==> src/rtl/smram_pkg.sv <==
package smram_pkg;

  localparam int unsigned WIN_SH = 17;
  localparam int unsigned MB_SH  = 20;

  localparam logic [31:0] COMP_BASE = 32'h000A_0000;
  localparam logic [31:0] HIGH_BASE = 32'hFEDA_0000;

  typedef enum logic [1:0] {
    TSZ_1M  = 2'b00,
    TSZ_2M  = 2'b01,
    TSZ_8M  = 2'b10,
    TSZ_RSV = 2'b11
  } tseg_sz_e;

  typedef enum logic [1:0] {
    WIN_NONE = 2'd0,
    WIN_COMP = 2'd1,
    WIN_HIGH = 2'd2,
    WIN_TSEG = 2'd3
  } win_e;

  // segment size in megabytes, zero for the reserved code
  function automatic logic [3:0] tseg_mb(input tseg_sz_e sel);
    case (sel)
      TSZ_1M:  tseg_mb = 4'd1;
      TSZ_2M:  tseg_mb = 4'd2;
      TSZ_8M:  tseg_mb = 4'd8;
      default: tseg_mb = 4'd0;
    endcase
  endfunction

endpackage

==> src/rtl/smram_tseg_bounds.sv <==
module smram_tseg_bounds
  import smram_pkg::*;
#(
  parameter int MB_W = 12
) (
  input  logic            clk,
  input  logic            rst_n,
  input  logic            en,
  input  logic [1:0]      sel,
  input  logic [MB_W-1:0] tolud_mb,
  input  logic [MB_W-1:0] stolen_mb,
  output logic            bnd_vld,
  output logic [MB_W-1:0] bnd_base,
  output logic [MB_W-1:0] bnd_top
);

  logic [MB_W:0]   sz_w;
  logic [MB_W:0]   top_w;
  logic [MB_W:0]   base_w;
  logic            vld_d;
  logic [MB_W-1:0] base_d;
  logic [MB_W-1:0] top_d;
  logic            upd_en;

  // next-state: bounds from the configuration, with borrow detection
  always_comb begin
    sz_w   = (MB_W+1)'(tseg_mb(tseg_sz_e'(sel)));
    top_w  = {1'b0, tolud_mb} - {1'b0, stolen_mb};
    base_w = top_w - sz_w;
    vld_d  = en && (tseg_sz_e'(sel) != TSZ_RSV) && !top_w[MB_W] && !base_w[MB_W];
    top_d  = top_w[MB_W-1:0];
    base_d = base_w[MB_W-1:0];
    upd_en = (vld_d != bnd_vld) || (base_d != bnd_base) || (top_d != bnd_top);
  end

  // register: load only when the computed bounds differ
  always_ff @(posedge clk or negedge rst_n) begin
    if (!rst_n) begin
      bnd_vld  <= 1'b0;
      bnd_base <= '0;
      bnd_top  <= '0;
    end else if (upd_en) begin
      bnd_vld  <= vld_d;
      bnd_base <= base_d;
      bnd_top  <= top_d;
    end
  end

endmodule

==> src/rtl/smram_classify.sv <==
module smram_classify
  import smram_pkg::*;
#(
  parameter int ADDR_W = 32,
  parameter int MB_W   = ADDR_W - MB_SH
) (
  input  logic [ADDR_W-1:0] addr,
  input  logic              comp_en,
  input  logic              high_en,
  input  logic              tseg_vld,
  input  logic [MB_W-1:0]   tseg_base,
  input  logic [MB_W-1:0]   tseg_top,
  output win_e              win,
  output logic [ADDR_W-1:0] map_addr
);

  localparam int KEY_W = ADDR_W - WIN_SH;
  localparam logic [ADDR_W-1:0] COMP_A = ADDR_W'(COMP_BASE);
  localparam logic [ADDR_W-1:0] HIGH_A = ADDR_W'(HIGH_BASE);
  localparam logic [KEY_W-1:0]  COMP_KEY = COMP_A[ADDR_W-1:WIN_SH];
  localparam logic [KEY_W-1:0]  HIGH_KEY = HIGH_A[ADDR_W-1:WIN_SH];

  logic [MB_W-1:0]  addr_mb;
  logic [KEY_W-1:0] addr_key;
  logic             in_comp;
  logic             in_high;
  logic             in_tseg;

  always_comb begin
    addr_mb  = addr[ADDR_W-1:MB_SH];
    addr_key = addr[ADDR_W-1:WIN_SH];
    in_comp  = comp_en && (addr_key == COMP_KEY);
    in_high  = high_en && (addr_key == HIGH_KEY);
    in_tseg  = tseg_vld && (addr_mb >= tseg_base) && (addr_mb < tseg_top);

    // fixed ordering: segment, then high alias, then low window
    if (in_tseg) begin
      win      = WIN_TSEG;
      map_addr = addr;
    end else if (in_high) begin
      win      = WIN_HIGH;
      map_addr = {COMP_KEY, addr[WIN_SH-1:0]};
    end else if (in_comp) begin
      win      = WIN_COMP;
      map_addr = addr;
    end else begin
      win      = WIN_NONE;
      map_addr = addr;
    end
  end

endmodule

==> src/rtl/smram_decode.sv <==
module smram_decode
  import smram_pkg::*;
#(
  parameter  int ADDR_W = 32,
  localparam int MB_W   = ADDR_W - MB_SH
) (
  input  logic              clk,
  input  logic              rst_n,
  input  logic              req_valid,
  output logic              req_ready,
  input  logic [ADDR_W-1:0] req_addr,
  input  logic              req_io,
  input  logic              smm_act,
  input  logic              cfg_comp_en,
  input  logic              cfg_high_en,
  input  logic              cfg_tseg_en,
  input  logic [1:0]        cfg_tseg_sel,
  input  logic [MB_W-1:0]   cfg_tolud_mb,
  input  logic [MB_W-1:0]   cfg_stolen_mb,
  output logic              rsp_valid,
  input  logic              rsp_ready,
  output logic              rsp_hit_comp,
  output logic              rsp_hit_high,
  output logic              rsp_hit_tseg,
  output logic              rsp_blocked,
  output logic              rsp_dram_vld,
  output logic [ADDR_W-1:0] rsp_dram_addr
);

  logic              bnd_vld;
  logic [MB_W-1:0]   bnd_base;
  logic [MB_W-1:0]   bnd_top;
  win_e              win;
  logic [ADDR_W-1:0] map_addr;

  logic              accept;
  logic              blk_d;
  logic              hc_d, hh_d, ht_d, dvld_d;
  logic [ADDR_W-1:0] daddr_d;

  smram_tseg_bounds #(.MB_W(MB_W)) u_bounds (
    .clk       (clk),
    .rst_n     (rst_n),
    .en        (cfg_tseg_en),
    .sel       (cfg_tseg_sel),
    .tolud_mb  (cfg_tolud_mb),
    .stolen_mb (cfg_stolen_mb),
    .bnd_vld   (bnd_vld),
    .bnd_base  (bnd_base),
    .bnd_top   (bnd_top)
  );

  smram_classify #(.ADDR_W(ADDR_W), .MB_W(MB_W)) u_class (
    .addr      (req_addr),
    .comp_en   (cfg_comp_en),
    .high_en   (cfg_high_en),
    .tseg_vld  (bnd_vld),
    .tseg_base (bnd_base),
    .tseg_top  (bnd_top),
    .win       (win),
    .map_addr  (map_addr)
  );

  assign req_ready = !rsp_valid || rsp_ready;
  assign accept    = req_valid && req_ready;

  // next-state for the response stage
  always_comb begin
    hc_d    = (win == WIN_COMP);
    hh_d    = (win == WIN_HIGH);
    ht_d    = (win == WIN_TSEG);
    blk_d   = (win != WIN_NONE) && (req_io || !smm_act);
    dvld_d  = !blk_d;
    daddr_d = blk_d ? '0 : map_addr;
  end

  // response valid: advances whenever the stage can move
  always_ff @(posedge clk or negedge rst_n) begin
    if (!rst_n) begin
      rsp_valid <= 1'b0;
    end else if (req_ready) begin
      rsp_valid <= req_valid;
    end
  end

  // response payload: loads only on an accepted request
  always_ff @(posedge clk or negedge rst_n) begin
    if (!rst_n) begin
      rsp_hit_comp  <= 1'b0;
      rsp_hit_high  <= 1'b0;
      rsp_hit_tseg  <= 1'b0;
      rsp_blocked   <= 1'b0;
      rsp_dram_vld  <= 1'b0;
      rsp_dram_addr <= '0;
    end else if (accept) begin
      rsp_hit_comp  <= hc_d;
      rsp_hit_high  <= hh_d;
      rsp_hit_tseg  <= ht_d;
      rsp_blocked   <= blk_d;
      rsp_dram_vld  <= dvld_d;
      rsp_dram_addr <= daddr_d;
    end
  end

endmodule

==> config.mk <==
export PLATFORM = sky130hd
export DESIGN_NAME = smram_decode
export DESIGN_NICKNAME = d
export VERILOG_FILES = /design/src/rtl/smram_pkg.sv /design/src/rtl/smram_tseg_bounds.sv /design/src/rtl/smram_classify.sv /design/src/rtl/smram_decode.sv
export SDC_FILE = /design/constraint.sdc
export NUM_CORES = 1
export LEC_CHECK = 0
export BUFFER_PORTS_ARGS = -buffer_cell sky130_fd_sc_hd__clkbuf_2
export CAP_MARGIN = 10
export CORE_MARGIN = 2
export CORE_UTILIZATION = 47
export DETAILED_ROUTE_END_ITERATION = 8
export PLACE_DENSITY_LB_ADDON = 0.05
export SETUP_SLACK_MARGIN = 0.3
export SYNTH_ARGS = -nofsm -noshare
export SYNTH_HDL_FRONTEND = slang
export SYNTH_SLANG_ARGS = --single-unit
==> constraint.sdc <==
create_clock -name clk -period 2.08 [get_ports clk]
set_input_delay 0.104 -clock clk [delete_from_list [all_inputs] [get_ports clk]]
set_output_delay 0.104 -clock clk [all_outputs]
set_load 0.05 [all_outputs]
==> out/qor.tcl, run 1 <==
set qor(yosysSeqAreaShare_pct) 45.1
set qor(post_synthesis_average_cell_area_um2) 10.6
set qor(synth_enable_flop_cells) 0
set qor(rsz_0062_raised_after_global_routing) {yes}
set qor(worstSetupStartpoint) {cfg_tolud_mb[0]}
set qor(number_of_violations_reported_at_the_end_of_detailed_routing_iteration_0) 64
set qor(power.static_leakage_nw) 2.76
set qor(synth_simple_gate_area_share_pct) 10.4
set qor(worst_hold_path_type) {in2reg}
set qor(die_height_um) 90.3
set qor(die_width_um) 90.3
set qor(finalHoldWorstSlack_ps) 13.4
set qor(layout.cells.non_filler) 620
set qor(final_common_cell) {sky130_fd_sc_hd__clkbuf_2}
set qor(gp_congestion) 0.803
set qor(rr_startpoint) {u_bounds.bnd_top[9]}
set qor(synthCells) 331
set qor(cp.required_ps) 2340
set qor(clock_tree.htree_level_count) 3
set qor(numPortBuffers) 105
set qor(top_level_ports) 106
set qor(detail_route.drc_violations) 0
set qor(numCtsBuffers) 9
set qor(grt_max_degree) 64
set qor(grt_pass1_wl_um) 14500
set qor(synthFlopType) {sky130_fd_sc_hd__dfrtp_1}
set qor(max_cap_viol_count) 0
set qor(viasPerCell) 5.05
set qor(antenna_left) 0
set qor(final-setup-viol-count) 39
set qor(timing.clock.skew_ps) 13.0
set qor(nets_final) 623
set qor(coreArea_um2) 7210
set qor(max_stage_delay_ps) 560
set qor(clkSinkCount) 63
set qor(insertedDiodeCount) 0
set qor(yosys_register_bits) 63
set qor(die_area_um2) 8150
set qor(synth_xor_area_share_pct) 4.76
set qor(yosys_warnings) 0
set qor(critical_path_class) {in2reg}
set qor(timing.critical_path.fanout_max) 2
set qor(achievable-frequency_ghz) 0.442
set qor(critical-path-top-cell-by-count) {sky130_fd_sc_hd__ha_4}
set qor(globalRouteTotalUtil_pct) 22.4
set qor(synth_compound_area_share_pct) 19.2
set qor(ratio_of_total_power_to_cell_area_nw_per_um2) 858
set qor(startpoint_type) {input port}
set qor(synthToLayoutAreaGrowth_pct) 51.3
set qor(outcome) {complete, but fails checks}
set qor(max_slew.worst_pin.slew_ps) 763
set qor(cp.arrival_ps) 2520
set qor(failed_checks) {negative setup slack}
set qor(drt_first_pass_iters) 4
set qor(muxShareOfSynthArea_pct) 0
set qor(grt.overflow.total) 0
set qor(hold_path.startpoint) {req_addr[10]}
set qor(insertion_delay_ps) 350
set qor(drive_above_1_share_pct) 41.8
set qor(layout_common_cells) {sky130_fd_sc_hd__clkbuf_2 (104), sky130_fd_sc_hd__dfrtp_1 (62), sky130_fd_sc_hd__buf_4 (47), sky130_fd_sc_hd__inv_1 (40), sky130_fd_sc_hd__ha_1 (33)}
set qor(synth_top_family_by_area) {compound AO/OA/AOI/OAI gates}
set qor(vias) 3134
set qor(grt_antenna_before_repair) 0
set qor(initial_core_util_pct) 48.5
set qor(synth-adder-area-share_pct) 14.7
set qor(hold_violations) 0
set qor(yosysUniqueCellTypes) 43
set qor(hpwl_um) 6010
set qor(endpoint_kind) {register}
set qor(ys_top_cells_by_area) {sky130_fd_sc_hd__dfrtp_1 (45%), sky130_fd_sc_hd__ha_1 (14%), sky130_fd_sc_hd__a22o_1 (8.0%), sky130_fd_sc_hd__inv_1 (4.9%), sky130_fd_sc_hd__xnor2_1 (3.5%)}
set qor(worst_slack_ps) -184
set qor(routedWlPerCell_um) 13.8
set qor(reg2reg_setup_slack_ps) -160
set qor(crit_slowest_cell) {sky130_fd_sc_hd__fa_2}
set qor(syn_nets) 438
set qor(clockBufferDepth) 2
set qor(dp_slack_ps) -658
set qor(cts_tree) {done}
set qor(yosysTopAreaCellShare_pct) 45.1
set qor(first_global_vias) 3218
set qor(setup-tns-final_ps) -4460
set qor(dp_cells) 570
set qor(cts-root-buf) {sky130_fd_sc_hd__clkbuf_8}
set qor(path_clk_slew_ps) 60
set qor(slew-limit-headroom_pct) 49.1
set qor(synth_area_leader_cell) {sky130_fd_sc_hd__dfrtp_1}
set qor(max-vdd-ir-drop_mv) 0.330
set qor(min_period_ps) 2260
set qor(postRouteWirelength_um) 8540
set qor(std_cell_rows) 31
set qor(timing_max_transition_violations_final) 0
set qor(final.period_utilization_pct) 109
set qor(netlist_area_um2) 3500
set qor(ys_async_sr_fraction_pct) 100
set qor(crit_path_cell_trace) {clkbuf_16 -> inv_12 -> ha_4 -> inv_2 -> fa_2 -> ha_4 -> nor2b_4 -> o31a_1 -> or3_4 -> nor4_4 -> nor4b_4 -> xor2_1}
## logic make-up after synthesis
logic type / Yosys count
flops: 63
fa+ha+maj: 40
xor+xnor: 19
compound gates: 87
buf+inv: 54
simple gates: 68
## layer usage
metal	vias up	track usage, %	routed length, um
met5	-	0	0
met4	0	11.8	269
met3	20	4.92	405
met2	99	41.1	4460
met1	1461	23.8	3400
li1	1554	-	-
## power breakdown
group	internal (W)	total (W)	switching [W]
Clock	0.000704	0.00114	0.000436
Combinational	0.000786	0.00186	0.00107
Sequential	0.00145	0.00154	0.0000938
## registers in the layout (all words and copies together), names as in the netlist
signal,cells
rsp_dram_vld,1
rsp_hit_comp,1
rsp_dram_addr,32
u_bounds.bnd_base,12
rsp_hit_high,1
u_bounds.bnd_top,12
u_bounds.bnd_vld,1
rsp_hit_tseg,1
rsp_blocked,1
rsp_valid,1
## final timing paths
kind,cells after the start,endpoint
max,12,u_bounds.bnd_base[11]
min,2,rsp_dram_addr[10]
max reg2reg,10,rsp_dram_addr[6]
min reg2reg,1,rsp_dram_vld
max in group asynchronous,3,rsp_valid
min in group asynchronous,3,rsp_dram_addr[11]
## timing repair
item                                    in CTS  in global routing
buffers inserted                             7                  4
gates resized for setup                     26                 17
endpoints found under the hold margin       82                  0
pin swaps                                   20                  7
hold buffers                                20                  0
endpoints found under the setup margin      44                 47
gates cloned                                 3                  0
## critical path, delay by kind of cell
kind,cells,cell delay [ps]
adder cells (fa/ha/maj),3,890
AND/OR/NAND/NOR,4,890
AO/OA/AOI/OAI,1,250
buffers and inverters,3,200
XOR/XNOR,1,180
## stage by stage
stage | total power [W] | area, um2 | util [%]
finish | 0.00454 | 5290 | 73.3
global route | 0.00482 | 5290 | 73.3
CTS | 0.00451 | 5180 | 71.9
detailed placement | 0.00318 | 4520 | 62.7
global placement | 0.00313 | 4520 | 62.7
floorplan | 0.00266 | 3600 | -
## area by class of cell
class,count,area (um2)
clock buffer,12,145
inverter,46,185
multi-input combinational,215,1940
fill,544,1920
sequential,63,1580
tap,99,124
clock inverter,4,70.1
timing repair buffer,181,1250
## cells in the mapped netlist (3+ instances only)
master and instances:
sky130_fd_sc_hd__nor2_1 15, sky130_fd_sc_hd__a211oi_1 4, sky130_fd_sc_hd__a21oi_1 10, sky130_fd_sc_hd__dfrtp_1 63, sky130_fd_sc_hd__a21o_1 9, sky130_fd_sc_hd__o21a_1 5
sky130_fd_sc_hd__clkbuf_1 8, sky130_fd_sc_hd__xor2_1 5, sky130_fd_sc_hd__nor4_1 5, sky130_fd_sc_hd__nand4_1 5, sky130_fd_sc_hd__a31oi_1 3, sky130_fd_sc_hd__nor2b_1 4
sky130_fd_sc_hd__o21ai_0 10, sky130_fd_sc_hd__ha_1 38, sky130_fd_sc_hd__xnor2_1 14, sky130_fd_sc_hd__and3_1 3, sky130_fd_sc_hd__nand2_1 18, sky130_fd_sc_hd__nand2b_1 5
sky130_fd_sc_hd__inv_1 46, sky130_fd_sc_hd__a22o_1 32
Note: power is estimated with default switching activity, not from simulation.
==> inputs of run 2 (changes only) <==
--- a/config.mk
+++ b/config.mk
@@ -7,8 +7,9 @@
 export LEC_CHECK = 0
 export BUFFER_PORTS_ARGS = -buffer_cell sky130_fd_sc_hd__clkbuf_2
 export CAP_MARGIN = 10
+export CORE_ASPECT_RATIO = 1.5
 export CORE_MARGIN = 2
-export CORE_UTILIZATION = 47
+export CORE_UTILIZATION = 29
 export DETAILED_ROUTE_END_ITERATION = 8
 export PLACE_DENSITY_LB_ADDON = 0.05
 export SETUP_SLACK_MARGIN = 0.3
==> run 2 against run 1 <==
Compared with the run above:
- critical path type unchanged
- die area is 59% higher
- worst hold slack worse by 0.98 ps
- non-clock buffer count is 7 higher
- sequential share of layout area is 1.2 points lower
- the flow still finishes with violations (negative setup slack)
- count of clock-buffer cells in the layout is 1 higher
- worst setup slack better by 5.1 ps
- clock skew is 5.4 ps lower
- first-iteration DRC count is 7.8% lower
- maximum frequency is 0.23% higher
==> out/qor.tcl, run 2 (same netlist as run 1, synthesis figures left out) <==
set qor(outcome) {complete, but fails checks}
set qor(clock_tree.htree_level_count) 3
set qor(viasPerCell) 4.48
set qor(globalRouteTotalUtil_pct) 14.4
set qor(dp_cells) 639
set qor(power.switching_w) 0.00165
set qor(clkSinkCount) 63
set qor(critical_path_class) {in2reg}
set qor(setup-tns-final_ps) -4860
set qor(endpoint_kind) {register}
set qor(insertion_delay_ps) 320
set qor(drive_above_1_share_pct) 44.7
set qor(nets_final) 630
set qor(antenna_left) 0
set qor(switching_share_pct) 32.9
set qor(regMostFlops) {rsp_dram_addr}
set qor(core_util_final_pct) 46.4
set qor(timing_max_transition_violations_final) 0
set qor(timing.critical_path.fanout_max) 3
set qor(grt_max_degree) 34
set qor(gp_congestion) 0.720
set qor(report.power.total_w) 0.00501
set qor(cts-root-buf) {sky130_fd_sc_hd__clkbuf_16}
set qor(final.period_utilization_pct) 109
set qor(drt_first_pass_iters) 4
set qor(cp.arrival_ps) 2500
set qor(min_period_ps) 2260
set qor(initial_core_util_pct) 29.4
set qor(std_cell_rows) 49
set qor(max_cap_viol_count) 0
set qor(layout.cells.non_filler) 681
set qor(timing.clock.skew_ps) 7.52
set qor(postRouteWirelength_um) 8980
set qor(hpwl_um) 7120
set qor(power.static_leakage_nw) 2.84
set qor(clockBufferDepth) 2
set qor(max_reg_flops) 32
set qor(power_frac_clock_pct) 32.1
set qor(max-vdd-ir-drop_mv) 0.330
set qor(ratio_of_total_power_to_cell_area_nw_per_um2) 908
set qor(grt_pass1_wl_um) 14700
set qor(cellInternalPower_w) 0.00336
set qor(synthToLayoutAreaGrowth_pct) 57.7
set qor(worst_hold_path_type) {in2reg}
set qor(rsz_0062_raised_after_global_routing) {yes}
set qor(failed_checks) {negative setup slack}
set qor(detail_route.drc_violations) 0
set qor(final_common_cell) {sky130_fd_sc_hd__clkbuf_2}
set qor(top_level_ports) 106
set qor(startpoint_type) {input port}
set qor(grt.overflow.total) 0
set qor(cp.required_ps) 2320
set qor(numCtsBuffers) 9
set qor(path_clk_slew_ps) 50
set qor(max_slew.worst_pin.slew_ps) 530
set qor(die_area_um2) 13000
set qor(first_global_vias) 3185
set qor(cts_tree) {done}
set qor(sequential_share_of_power_pct) 30.8
set qor(reg_top3) {rsp_dram_addr: 32 flops, u_bounds.bnd_base: 12 flops, u_bounds.bnd_top: 12 flops}
set qor(die_height_um) 138
set qor(slew-limit-headroom_pct) 64.3
set qor(die_width_um) 93.7
set qor(coreArea_um2) 11900
set qor(layout_common_cells) {sky130_fd_sc_hd__clkbuf_2 (103), sky130_fd_sc_hd__buf_4 (63), sky130_fd_sc_hd__dfrtp_1 (62), sky130_fd_sc_hd__inv_1 (40), sky130_fd_sc_hd__a22o_1 (32)}
set qor(vias) 3051
set qor(numPortBuffers) 105
set qor(insertedDiodeCount) 0
set qor(final-setup-viol-count) 39
set qor(hold_violations) 0
set qor(power_frac_comb_pct) 37.1
set qor(worst_slack_ps) -179
set qor(number_of_violations_reported_at_the_end_of_detailed_routing_iteration_0) 59
set qor(achievable-frequency_ghz) 0.443
set qor(routedWlPerCell_um) 13.2
set qor(grt_antenna_before_repair) 0
## run 2: per-stage QoR
stage               hold WS (ps)  instance area [um2]  setup slack, ps
global placement             158                 4720             -593
CTS                         1.02                 5420             -200
detailed placement           159                 4720             -616
floorplan                   -192                 3600             -279
finish                      12.4                 5510             -179
global route                5.16                 5510             -314
## run 2: power by group through the flow
stage | Clock, W | Sequential (W) | Combinational [W]
finish | 0.00161 | 0.00154 | 0.00186
detailed placement | 0 | 0.00156 | 0.00169
global route | 0.00171 | 0.00157 | 0.00204
global placement | 0 | 0.00156 | 0.00167
floorplan | 0 | 0.00193 | 0.000729
CTS | 0.00165 | 0.00155 | 0.00183
## run 2: path summary, 6_finish.rpt
path,start,to,slack [ps],cells after the start
setup / recovery,cfg_tolud_mb[0],u_bounds.bnd_base[11],-180,12
hold / removal,req_addr[2],rsp_dram_addr[2],10,2
setup reg to reg,u_bounds.bnd_top[9],rsp_dram_addr[21],-150,9
hold reg to reg,rsp_hit_comp,rsp_hit_comp,480,2
max in group asynchronous,rst_n,rsp_valid,1430,3
min in group asynchronous,rst_n,rsp_dram_addr[14],350,3
## run 2: per-layer routing
| layer | track usage (%) | up-vias | part of all wire, % |
|---|---|---|---|
| met5 | 0 | - | 0 |
| met2 | 28.0 | 72 | 57 |
| li1 | - | 1558 | - |
| met3 | 2.94 | 6 | 3.7 |
| met1 | 14.5 | 1415 | 38 |
| met4 | 5.49 | 0 | 1.3 |
## run 2: layout make-up
| type | instances | area, um2 |
|---|---|---|
| well taps | 153 | 191 |
| inverters | 46 | 185 |
| repair buffers | 188 | 1250 |
| flip-flops and latches | 63 | 1580 |
| clock buffers | 13 | 260 |
| multi-input cells | 215 | 1980 |
| fillers | 1197 | 6380 |
| clock inverters | 3 | 65.1 |
## run 2: what timing repair did
item	CTS	global route
resized for setup	35	14
setup buffers	8	4
endpoints found under the hold margin	75	0
setup endpoints to repair	47	47
hold buffers	13	0
cloned	1	0
pin swaps	6	9
## run 2: critical path, stage by stage
cell	delay, ps
sky130_fd_sc_hd__clkbuf_16	130
sky130_fd_sc_hd__inv_12	40
sky130_fd_sc_hd__ha_4	120
sky130_fd_sc_hd__inv_2	30
sky130_fd_sc_hd__fa_2	560
sky130_fd_sc_hd__ha_4	210
sky130_fd_sc_hd__nor2b_4	120
sky130_fd_sc_hd__o31a_1	250
sky130_fd_sc_hd__or3_4	350
sky130_fd_sc_hd__nor4_4	150
sky130_fd_sc_hd__nor4b_4	240
sky130_fd_sc_hd__xor2_1	170
==> inputs of run 3 (changes only) <==
==> constraint.sdc (replaced) <==
create_clock -name clk -period 2.08 [get_ports clk]
set_input_delay 0 -clock clk [delete_from_list [all_inputs] [get_ports clk]]
set_output_delay 0 -clock clk [all_outputs]
set_load 0.05 [all_outputs]
==> run 3 against run 2 <==
Compared with the run above:
- the run still ends with negative setup slack left
- highest routed layer unchanged
- non-clock buffer count grew 5
- largest cell class unchanged
- count of clock-buffer cells in the layout shrank 2
- largest power group unchanged
- critical path type unchanged
- worst hold slack gained 46 ps
- clock skew shrank 0.90 ps
- worst setup slack gained 31 ps
- critical endpoint unchanged
==> out/qor.tcl, run 3 (same netlist as run 1, synthesis figures left out) <==
set qor(outcome) {complete, but fails checks}
set qor(failed_checks) {negative setup slack}
set qor(numCtsBuffers) 9
set qor(worst_hold_path.endpoint) {rsp_dram_addr[20]}
set qor(cp.required_ps) 2320
set qor(numPortBuffers) 105
set qor(crit_path_cell_trace) {clkbuf_16 -> inv_12 -> ha_4 -> inv_2 -> fa_2 -> ha_4 -> nor2b_4 -> o31a_1 -> or3_4 -> nor4_4 -> nor4b_4 -> xor2_1}
set qor(power_frac_comb_pct) 35.9
set qor(insertedDiodeCount) 0
set qor(cts_tree) {done}
set qor(insertion_delay_ps) 320
set qor(slew-limit-headroom_pct) 62.9
set qor(dp_cells) 626
set qor(crit_slowest_cell) {sky130_fd_sc_hd__fa_2}
set qor(amount_of_wire_on_met2_after_detailed_routing_um) 5320
set qor(first_global_vias) 3303
set qor(power.switching_w) 0.00166
set qor(reg2reg_setup_slack_ps) -120
set qor(regMostFlops) {rsp_dram_addr}
set qor(die_height_um) 138
set qor(rr_startpoint) {u_bounds.bnd_top[9]}
set qor(grt_antenna_before_repair) 0
set qor(path_clk_slew_ps) 50
set qor(startpoint_type) {input port}
set qor(viasPerCell) 4.49
set qor(coreArea_um2) 11900
set qor(achievable-frequency_ghz) 0.449
set qor(top_layer_used) {met4}
set qor(timing.reg2reg.worst_path_depth) 9
set qor(max_cap_viol_count) 0
set qor(cts-root-buf) {sky130_fd_sc_hd__clkbuf_16}
set qor(endpoint_kind) {register}
set qor(clockBufferDepth) 2
set qor(area_of_combinational_cells_with_multiple_inputs_um2) 1920
set qor(die_width_um) 93.7
set qor(number_of_violations_reported_at_the_end_of_detailed_routing_iteration_0) 43
set qor(worstReg2RegEnd) {rsp_dram_addr[28]}
set qor(synthToLayoutAreaGrowth_pct) 59.4
set qor(nets_final) 635
set qor(core_util_final_pct) 46.9
set qor(hold_violations) 0
set qor(layout.cells.non_filler) 686
set qor(worstSetupStartpoint) {cfg_tolud_mb[0]}
set qor(postRouteWirelength_um) 9320
set qor(die_area_um2) 13000
set qor(max-vdd-ir-drop_mv) 0.418
set qor(vias) 3079
set qor(antenna_left) 0
set qor(rsz_0062_raised_after_global_routing) {yes}
set qor(top_level_ports) 106
set qor(critical-path-top-cell-by-count) {sky130_fd_sc_hd__ha_4}
set qor(grt_pass1_wl_um) 15400
set qor(routedWlPerCell_um) 13.6
set qor(max_stage_delay_ps) 560
set qor(cp.arrival_ps) 2470
set qor(std_cell_rows) 49
set qor(timing_max_transition_violations_final) 0
set qor(wl_met1_um) 3440
set qor(initial_core_util_pct) 29.4
set qor(drt_first_pass_iters) 5
set qor(final.period_utilization_pct) 107
set qor(clock_tree.htree_level_count) 3
set qor(worst_slack_ps) -149
set qor(nFillCells) 1157
set qor(final_common_cell) {sky130_fd_sc_hd__clkbuf_2}
set qor(power_frac_clock_pct) 33.7
set qor(hold_path.startpoint) {req_addr[20]}
set qor(grt_max_degree) 34
set qor(drive_above_1_share_pct) 41.1
set qor(min_period_ps) 2230
set qor(gp_congestion) 0.784
set qor(cellInternalPower_w) 0.00342
set qor(timing.clock.skew_ps) 6.62
set qor(globalRouteTotalUtil_pct) 15.2
set qor(max_slew.worst_pin.slew_ps) 551
set qor(max_reg_flops) 32
set qor(final-setup-viol-count) 38
set qor(reg_top3) {rsp_dram_addr: 32 flops, u_bounds.bnd_base: 12 flops, u_bounds.bnd_top: 12 flops}
set qor(worst_hold_path_type) {in2reg}
set qor(min_delay_path_depth) 3
set qor(power.static_leakage_nw) 2.85
set qor(critical_path_class) {in2reg}
set qor(clkSinkCount) 63
set qor(ratio_of_total_power_to_cell_area_nw_per_um2) 911
set qor(grt.overflow.total) 0
set qor(hpwl_um) 7060
set qor(detailroute.wirelength.met3_um) 378
set qor(sequential_share_of_power_pct) 30.4
set qor(timing.critical_path.fanout_max) 3
set qor(detail_route.drc_violations) 0
set qor(layout_common_cells) {sky130_fd_sc_hd__clkbuf_2 (103), sky130_fd_sc_hd__dfrtp_1 (62), sky130_fd_sc_hd__buf_4 (48), sky130_fd_sc_hd__inv_1 (40)}
set qor(layout.area.seq_um2) 1580
set qor(switching_share_pct) 32.6
## run 3: per-stage QoR
stage	setup TNS, ps	total power (W)	setup WS, ps	hold WS [ps]	cell area (um2)
after floorplan	-1430	0.00266	-191	-296	3600
after global placement	-7860	0.00318	-492	-59.9	4620
after detailed placement	-9480	0.00320	-516	-64.6	4620
after CTS	-5760	0.00514	-184	54.7	5530
after global routing	-8950	0.00540	-255	67.0	5570
final	-3920	0.00508	-149	58.2	5570
## run 3: what timing repair did
action	CTS	global route
setup buffers	9	3
cloned	2	0
setup endpoints to repair	43	45
hold buffers	30	0
pin swaps	21	13
endpoints found under the hold margin	91	0
gates resized for setup	36	7
## run 3: metal layers
layer  GRT usage, %  up-vias
met5              0        -
met4           6.03        0
met3           2.72       11
met1           15.3     1412
met2           29.6       84
li1               -     1572
## run 3: worst max path at each step
| stage | cells past startpoint | slack [ps] | end |
|---|---|---|---|
| finish | 12 | -150 | u_bounds.bnd_base[11] |
| global placement | 12 | -490 | u_bounds.bnd_base[11] |
| detailed placement | 12 | -520 | u_bounds.bnd_base[11] |
| CTS | 9 | -180 | rsp_dram_addr[28] |
| floorplan | 11 | -190 | u_bounds.bnd_vld |
| global route | 10 | -250 | rsp_dram_addr[29] |
## run 3: final cells by class
type | instances | share of cell area (%)
Clock buffer | 11 | 4.35
Clock inverter | 5 | 1.89
Inverter | 46 | 3.32
Multi-Input combinational cell | 215 | 34.5
Sequential cell | 63 | 28.3
Tap cell | 153 | 3.43
Timing Repair Buffer | 193 | 24.2
## run 3: critical path: cells and delay by family
family,cells,cell delay (ps)
adder cells (fa/ha/maj),3,900
buffers and inverters,3,200
XOR/XNOR,1,160
AO/OA/AOI/OAI,1,250
AND/OR/NAND/NOR,4,940
## run 3: power groups by stage
| stage | Clock, W | Sequential [W] | Combinational, W |
|---|---|---|---|
| 3_3_place_gp | 0 | 0.00156 | 0.00162 |
| 3_5_place_dp | 0 | 0.00156 | 0.00164 |
| 6_report | 0.00171 | 0.00154 | 0.00182 |
| 5_1_grt | 0.00182 | 0.00157 | 0.00201 |
| 2_1_floorplan | 0 | 0.00193 | 0.000729 |
| 4_1_cts | 0.00176 | 0.00155 | 0.00183 |
